**config.mk**
```make
export PLATFORM = sky130hd
export DESIGN_NAME = opalu
export DESIGN_NICKNAME = d
export VERILOG_FILES = /design/src/rtl/opalu_pkg.sv /design/src/rtl/opalu_rst_sync.sv /design/src/rtl/opalu_xy_mux.sv /design/src/rtl/opalu_z_mux.sv /design/src/rtl/opalu_core.sv /design/src/rtl/opalu.sv
export SDC_FILE = /design/constraint.sdc
export NUM_CORES = 1
export LEC_CHECK = 0
export ABC_CLOCK_PERIOD_IN_PS = 4600
export BUFFER_PORTS_ARGS = -buffer_cell sky130_fd_sc_hd__buf_2
export CORE_MARGIN = 2
export CORE_UTILIZATION = 54
export CTS_CLUSTER_DIAMETER = 40
export CTS_CLUSTER_SIZE = 12
export DETAILED_ROUTE_END_ITERATION = 7
export MAX_ROUTING_LAYER = met4
export PLACE_DENSITY = 0.79
export SLEW_MARGIN = 20
export SYNTH_ARGS = -nofsm -noshare
export SYNTH_HDL_FRONTEND = slang
export SYNTH_SLANG_ARGS = --single-unit
```
**constraint.sdc**
```tcl
create_clock -name clk -period 4.6 [get_ports clk]
set_input_delay 0.69 -clock clk [delete_from_list [all_inputs] [get_ports clk]]
set_output_delay 0.69 -clock clk [all_outputs]
set_load 0.02 [all_outputs]
```
**src/rtl/opalu_pkg.sv**
```systemverilog
package opalu_pkg;
  typedef enum logic [3:0] {
    FN_ADD = 4'b0000,
    FN_SUB = 4'b0011,
    FN_AND = 4'b1100,
    FN_OR  = 4'b1101
  } fn_e;

  localparam logic [1:0] XS_ZERO = 2'b00;
  localparam logic [1:0] XS_MUL  = 2'b01;
  localparam logic [1:0] XS_ACC  = 2'b10;
  localparam logic [1:0] XS_AB   = 2'b11;

  localparam logic [1:0] YS_ZERO = 2'b00;
  localparam logic [1:0] YS_MUL  = 2'b01;
  localparam logic [1:0] YS_ONES = 2'b10;
  localparam logic [1:0] YS_C    = 2'b11;

  localparam logic [2:0] ZS_ZERO   = 3'b000;
  localparam logic [2:0] ZS_CAS    = 3'b001;
  localparam logic [2:0] ZS_ACC    = 3'b010;
  localparam logic [2:0] ZS_C      = 3'b011;
  localparam logic [2:0] ZS_CAS_SH = 3'b100;
  localparam logic [2:0] ZS_ACC_SH = 3'b101;
endpackage

```
**src/rtl/opalu_rst_sync.sv**
```systemverilog
module opalu_rst_sync #(
  parameter int STAGES = 2
) (
  input  logic clk,
  input  logic rst_n,
  output logic rst_sync_n
);
  logic [STAGES-1:0] sync_q;

  always_ff @(posedge clk or negedge rst_n) begin
    if (!rst_n) sync_q <= '0;
    else        sync_q <= {sync_q[STAGES-2:0], 1'b1};
  end

  assign rst_sync_n = sync_q[STAGES-1];
endmodule

```
**src/rtl/opalu_xy_mux.sv**
```systemverilog
module opalu_xy_mux
  import opalu_pkg::*;
#(
  parameter int W   = 48,
  parameter int PPW = 43,
  parameter int AW  = 30,
  parameter int BW  = 18
) (
  input  logic [1:0]     xsel,
  input  logic [1:0]     ysel,
  input  logic [PPW-1:0] pp1,
  input  logic [PPW-1:0] pp2,
  input  logic [AW-1:0]  a_in,
  input  logic [BW-1:0]  b_in,
  input  logic [W-1:0]   c_in,
  input  logic [W-1:0]   acc,
  output logic [W-1:0]   x_out,
  output logic [W-1:0]   y_out,
  output logic           mult_used
);
  localparam int ABW = AW + BW;

  logic [W-1:0] pp1_ext, pp2_ext, ab_cat;

  assign pp1_ext = {{(W-PPW){pp1[PPW-1]}}, pp1};
  assign pp2_ext = {{(W-PPW){pp2[PPW-1]}}, pp2};

  generate
    if (ABW >= W) begin : g_ab_trunc
      logic [ABW-1:0] ab_full;
      assign ab_full = {a_in, b_in};
      assign ab_cat  = ab_full[W-1:0];
    end else begin : g_ab_pad
      assign ab_cat = {{(W-ABW){1'b0}}, a_in, b_in};
    end
  endgenerate

  always_comb begin
    unique case (xsel)
      XS_ZERO: x_out = '0;
      XS_MUL:  x_out = pp1_ext;
      XS_ACC:  x_out = acc;
      default: x_out = ab_cat;
    endcase
  end

  always_comb begin
    unique case (ysel)
      YS_ZERO: y_out = '0;
      YS_MUL:  y_out = pp2_ext;
      YS_ONES: y_out = '1;
      default: y_out = c_in;
    endcase
  end

  assign mult_used = (xsel == XS_MUL) || (ysel == YS_MUL);
endmodule

```
**src/rtl/opalu_z_mux.sv**
```systemverilog
module opalu_z_mux
  import opalu_pkg::*;
#(
  parameter int W  = 48,
  parameter int SH = 17
) (
  input  logic [2:0]   zsel,
  input  logic [W-1:0] cas_in,
  input  logic [W-1:0] acc,
  input  logic [W-1:0] c_in,
  output logic [W-1:0] z_out,
  output logic         z_bad
);
  logic [W-1:0] cas_sh, acc_sh;

  assign cas_sh = {{SH{cas_in[W-1]}}, cas_in[W-1:SH]};
  assign acc_sh = {{SH{acc[W-1]}}, acc[W-1:SH]};

  always_comb begin
    z_bad = 1'b0;
    case (zsel)
      ZS_ZERO:   z_out = '0;
      ZS_CAS:    z_out = cas_in;
      ZS_ACC:    z_out = acc;
      ZS_C:      z_out = c_in;
      ZS_CAS_SH: z_out = cas_sh;
      ZS_ACC_SH: z_out = acc_sh;
      default: begin
        z_out = '0;
        z_bad = 1'b1;
      end
    endcase
  end
endmodule

```
**src/rtl/opalu_core.sv**
```systemverilog
module opalu_core
  import opalu_pkg::*;
#(
  parameter int W = 48
) (
  input  logic [3:0]   fn,
  input  logic [W-1:0] x,
  input  logic [W-1:0] y,
  input  logic [W-1:0] z,
  input  logic         cin,
  output logic [W-1:0] res,
  output logic         fn_bad,
  output logic         fn_logic
);
  logic [W-1:0] xy_sum;

  assign xy_sum = x + y + {{(W-1){1'b0}}, cin};

  always_comb begin
    fn_bad   = 1'b0;
    fn_logic = 1'b0;
    case (fn)
      FN_ADD: res = z + xy_sum;
      FN_SUB: res = z - xy_sum;
      FN_AND: begin
        res      = x & z;
        fn_logic = 1'b1;
      end
      FN_OR: begin
        res      = x | z;
        fn_logic = 1'b1;
      end
      default: begin
        res    = '0;
        fn_bad = 1'b1;
      end
    endcase
  end
endmodule

```
**src/rtl/opalu.sv**
```systemverilog
module opalu
  import opalu_pkg::*;
#(
  parameter int W   = 48,
  parameter int PPW = 43,
  parameter int AW  = 30,
  parameter int BW  = 18,
  parameter int SH  = 17
) (
  input  logic           clk,
  input  logic           rst_n,
  input  logic           ce,
  input  logic           sync_clr,
  input  logic [PPW-1:0] pp1,
  input  logic [PPW-1:0] pp2,
  input  logic [AW-1:0]  a_in,
  input  logic [BW-1:0]  b_in,
  input  logic [W-1:0]   c_in,
  input  logic [W-1:0]   cas_in,
  input  logic           carry_in,
  input  logic [6:0]     opmode,
  input  logic [3:0]     alumode,
  output logic [W-1:0]   result,
  output logic           mode_err
);
  logic         rst_sync_n;
  logic [W-1:0] x_v, y_v, z_v, core_res;
  logic         mult_used, z_bad, fn_bad, fn_logic, err_now;
  logic [W-1:0] result_d;
  logic         err_d;

  opalu_rst_sync #(.STAGES(2)) u_rst (
    .clk        (clk),
    .rst_n      (rst_n),
    .rst_sync_n (rst_sync_n)
  );

  opalu_xy_mux #(.W(W), .PPW(PPW), .AW(AW), .BW(BW)) u_xy (
    .xsel      (opmode[1:0]),
    .ysel      (opmode[3:2]),
    .pp1       (pp1),
    .pp2       (pp2),
    .a_in      (a_in),
    .b_in      (b_in),
    .c_in      (c_in),
    .acc       (result),
    .x_out     (x_v),
    .y_out     (y_v),
    .mult_used (mult_used)
  );

  opalu_z_mux #(.W(W), .SH(SH)) u_z (
    .zsel   (opmode[6:4]),
    .cas_in (cas_in),
    .acc    (result),
    .c_in   (c_in),
    .z_out  (z_v),
    .z_bad  (z_bad)
  );

  opalu_core #(.W(W)) u_core (
    .fn       (alumode),
    .x        (x_v),
    .y        (y_v),
    .z        (z_v),
    .cin      (carry_in),
    .res      (core_res),
    .fn_bad   (fn_bad),
    .fn_logic (fn_logic)
  );

  assign err_now = fn_bad | z_bad | (fn_logic & mult_used);

  always_comb begin
    result_d = result;
    err_d    = mode_err;
    if (sync_clr) begin
      result_d = '0;
      err_d    = 1'b0;
    end else if (ce) begin
      err_d = err_now;
      if (!err_now) result_d = core_res;
    end
  end

  always_ff @(posedge clk or negedge rst_sync_n) begin
    if (!rst_sync_n) begin
      result   <= '0;
      mode_err <= 1'b0;
    end else begin
      result   <= result_d;
      mode_err <= err_d;
    end
  end
endmodule

```
==> reports/results.ini, run 1 <==
[clock_tree]
cts_sinks=51
htreeDepth=2
cts_root_buf=clkbuf_16
cts_buffers=5
cts_hold_buffers=0
clockBufferDepth=2

[synthesis]
yosysMostFrequentCell=nor2_1
synth_cell_types=108
yosysWarnings=0
yosys.area.top_type=dfrtp_1
ys_ff_latch=51
synth_common_cells=246 x nor2_1, 225 x a21oi_1, 123 x nand2_1
synth_area_leaders=dfrtp_1 9.6%, ha_1 8.8%, a21oi_1 8.5%
synth_async_sr_flop_share_pct=100
synthDominantCellAreaShare_pct=9.59
yosysSeqAreaShare_pct=9.59
syn-instance-count=1854
synthesis.area_um2=13300
synthesis.nets=2197
synth-main-ff-cell=dfrtp_1
avgSynthCellArea_um2=7.18
synth_edf_count=0

[grt]
grt_pass1_vias=28400
gr-total-overflow=843
grt_pass1_wl_mm=187
grt_use_total_pct=98.1
grt_max_degree=50

[outcome]
error=[ERROR GRT-0116] Global routing finished with congestion. Check the congestion regions in the DRC Viewer.
status=did not finish
flow.stopped_at=global routing

[floorplan]
die_h_um=161
num_rows=57
io_pins=295
start_util_pct=54.9
die_width_um=161

[placement]
io_buffers=294
dpl.hpwl_mm=60.7
place_area_um2=19700
gp_congestion=1.18

metal layers:
metal	GRT overflow	track usage, %
met1	115	95.0
met2	402	106
met3	114	91.6
met4	212	101
met5	-	-
logic make-up after synthesis:
kind of cell | count (synthesis) | share of synthesized area [%]
AO/OA/AOI/OAI | 679 | 34.9
XOR/XNOR | 110 | 7.41
adder cells (fa/ha/maj) | 143 | 12.7
buffers and inverters | 160 | 5.05
flip-flops | 51 | 9.59
multiplexers | 105 | 8.52
other | 1 | 0.0282
AND/OR/NAND/NOR | 605 | 21.7
timing repair:
item,CTS
hold endpoints to repair,0
pin swaps,146
resized for setup,269
setup buffers,53
gates cloned,1
setup endpoints to repair,43
per-stage QoR:
stage	utilization, %	worst slack (ps)	TNS (ps)	cells
CTS	89.0	-1650	-45690	3024
detailed placement	81.1	-2570	-73960	2965
global placement	81.1	-2080	-59440	2965
floorplan	-	-1890	-44850	1854
==> run 2, diff against run 1 <==
--- a/config.mk
+++ b/config.mk
@@ -8,12 +8,9 @@
 export ABC_CLOCK_PERIOD_IN_PS = 4600
 export BUFFER_PORTS_ARGS = -buffer_cell sky130_fd_sc_hd__buf_2
 export CORE_MARGIN = 2
-export CORE_UTILIZATION = 54
-export CTS_CLUSTER_DIAMETER = 40
-export CTS_CLUSTER_SIZE = 12
+export CORE_UTILIZATION = 39
 export DETAILED_ROUTE_END_ITERATION = 7
-export MAX_ROUTING_LAYER = met4
-export PLACE_DENSITY = 0.79
+export PLACE_DENSITY_LB_ADDON = 0.15
 export SLEW_MARGIN = 20
 export SYNTH_ARGS = -nofsm -noshare
 export SYNTH_HDL_FRONTEND = slang
==> run 2 against run 1 <==
Net effect:
- the flow now finishes, with violations (setup timing)
- synthesized cell count unchanged
- synthesized area unchanged
==> reports/results.ini, run 2 <==
[outcome]
status=finished with violations
violations=setup timing

[final_layout]
instances_no_fill=3236
largest_reg_flops=48
area_growth_pct=71.1
layout_common_cells=701 x buf_4, 293 x buf_2, 228 x nor2_1
reg_top3=result x48, u_rst.sync_q x2, mode_err x1
final_nets=3125
utilization_pct=67.8
final_area_um2=22800
largest_register=result
final_common_cell=buf_4
drive_gt1_share_pct=52.0
fillers=2928

[pwr]
power.internal_mw=3.62
leakagePower_nw=11.1
power_switching_mw=3.34
p_clk_share_pct=6.0
p_per_area_nw_per_um2=305
p_sw_share_pct=48.0
pwr-share-comb_pct=86.9
power_mw=6.96
ir_worst_vdd_mv=0.182
seqPwrFrac_pct=7.0

[sta]
rsz0062_at_grt=yes
finalHoldWorstSlack_ps=141
hold_viol_final=0
finClkSkew_ps=17.2
setup_viol_count_final=43
slew_violations=0
fmax_mhz=152
min_period_over_period_pct=143
tightest_slew_ps=909
setup_tns_ps=-57760
min_period_ps=6580
max_slew_margin_pct=39.0
setup_slack_ps=-1980

[synthesis]
synthDominantCellAreaShare_pct=9.59  ; unchanged
synth-main-ff-cell=dfrtp_1
synth_edf_count=0  ; unchanged
synthesis.area_um2=13300  ; unchanged
synthesis.nets=2197  ; unchanged
synth_async_sr_flop_share_pct=100  ; unchanged
synth_cell_types=108  ; unchanged
avgSynthCellArea_um2=7.18  ; unchanged
yosysSeqAreaShare_pct=9.59  ; unchanged
synth_area_leaders=dfrtp_1 9.6%, ha_1 8.8%, a21oi_1 8.5%
synth_common_cells=246 x nor2_1, 225 x a21oi_1, 123 x nand2_1
yosysMostFrequentCell=nor2_1
yosysWarnings=0  ; unchanged
yosys.area.top_type=dfrtp_1
ys_ff_latch=51  ; unchanged
syn-instance-count=1854  ; unchanged

[floorplan]
coreArea_um2=33600
die_width_um=189  ; +17%
die_h_um=189  ; +17%
start_util_pct=39.6  ; -15 points
num_rows=67  ; +18%
io_pins=295  ; unchanged
dieArea_um2=35600

[routing]
drt-total-wl_mm=79.3
final_antenna_net_count=0
firstDrtPassIters=6
drc=0
vias=19500
wl_per_cell_um=24.5
first_iter_violations=2101
via_per_inst=6.04

[grt]
grt_use_total_pct=42.3
gr-total-overflow=0
grt_max_degree=50
antenna_found_initial=1
grt_pass1_wl_mm=114
grt_pass1_vias=18600

[clock_tree]
cts_root_buf=clkbuf_16
cts_buffers=5  ; unchanged
clock_latency_ps=320
htreeDepth=2  ; unchanged
cts_tree=done
clockBufferDepth=2  ; unchanged
clkTransAtPathRegs_ps=90
cts_sinks=51  ; unchanged

[placement]
dp_worst_setup_slack_ps=-2500  ; +68.4 ps
place_area_um2=20300  ; +3.0%
dpl.hpwl_mm=64.4  ; +5.9%
gp_congestion=1.03  ; -12%
dp_cells=3156  ; +6.4%
io_buffers=294  ; unchanged

[worst_hold_path]
hold_class=primary input to async pin

[critical_path]
crit_path_end_kind=flip-flop
required_ps=4800
cp_max_fo=8
critPathKind=primary input to flip-flop
start_kind=primary input
critPathArrivalTime_ps=6780
slowest_stage=a2111oi_4
crit_path_max_incr_delay_ps=440

[flow_run]
drv_cap=0

-- run 2: cell counts after synthesis --
Identical to the previous run, type by type.
-- run 2: final timing paths --
path | depth (start not counted) | end | slack, ps | startpoint
hold / removal | 1 | u_rst.sync_q[1] | 140 | rst_n
setup reg to reg | 28 | result[47] | -1690 | result[0]
max in group asynchronous | 1 | result[43] | 3630 | u_rst.sync_q[1]
min in group clk | 0 | u_rst.sync_q[1] | 360 | u_rst.sync_q[0]
setup / recovery | 30 | result[47] | -1980 | opmode[0]
hold reg to reg | 0 | u_rst.sync_q[1] | 360 | u_rst.sync_q[0]
-- run 2: worst max-delay path, delay by kind of cell --
kind | cells | cell delay (ps)
compound gates | 12 | 2940
xor+xnor | 1 | 120
fa+ha+maj | 3 | 950
buf+inv | 5 | 720
mux | 1 | 300
simple gates | 8 | 1040
-- run 2: timing repair --
item                                    4_1_cts  5_1_grt
pin swaps                                   119      103
cloned                                        1        0
setup buffers                                46       34
hold buffers                                  0        0
endpoints found under the setup margin       42       43
gates resized for setup                     221      151
-- run 2: area by class of cell --
| type | count | area, um^2 | share of cell area, % |
|---|---|---|---|
| Multi-Input combinational cell | 1643 | 13200 | 58.1 |
| Timing Repair Buffer | 1047 | 7420 | 32.6 |
| Sequential cell | 51 | 1280 | 5.61 |
| Tap cell | 448 | 561 | 2.46 |
| Clock buffer | 7 | 133 | 0.582 |
| Inverter | 34 | 130 | 0.571 |
| Antenna cell | 5 | 12.5 | 0.0549 |
| Clock inverter | 1 | 5.00 | 0.0220 |
-- run 2: logic make-up after synthesis --
| family | after synthesis | share of synthesized area (%) |
|---|---|---|
| other | 1 | 0.0282 |
| AOI/OAI and AO/OA | 679 | 34.9 |
| xor gates and xnor gates | 110 | 7.41 |
| and+or+nand+nor | 605 | 21.7 |
| adders and majority gates | 143 | 12.7 |
| muxes | 105 | 8.52 |
| DFF | 51 | 9.59 |
| buffers and inverters | 160 | 5.05 |
-- run 2: power by group through the flow --
stage | combinational (mW) | sequential, mW | clock, mW
global placement | 4.71 | 0.496 | 0
CTS | 5.41 | 0.487 | 0.414
finish | 6.05 | 0.489 | 0.421
global route | 6.37 | 0.490 | 0.428
detailed placement | 4.75 | 0.496 | 0
floorplan | 2.40 | 0.531 | 0
-- run 2: layer usage --
| layer | GRT usage, % | share of wire (%) | vias up | wire length (um) |
|---|---|---|---|---|
| met5 | 0 | 0.016 | - | 13 |
| met4 | 15.8 | 4.2 | 2 | 3330 |
| met3 | 12.8 | 12 | 175 | 9460 |
| met2 | 63.5 | 42 | 1178 | 33200 |
| met1 | 56.9 | 42 | 9343 | 33400 |
| li1 | - | - | 8835 | - |
(Power assumes the default switching activity.)
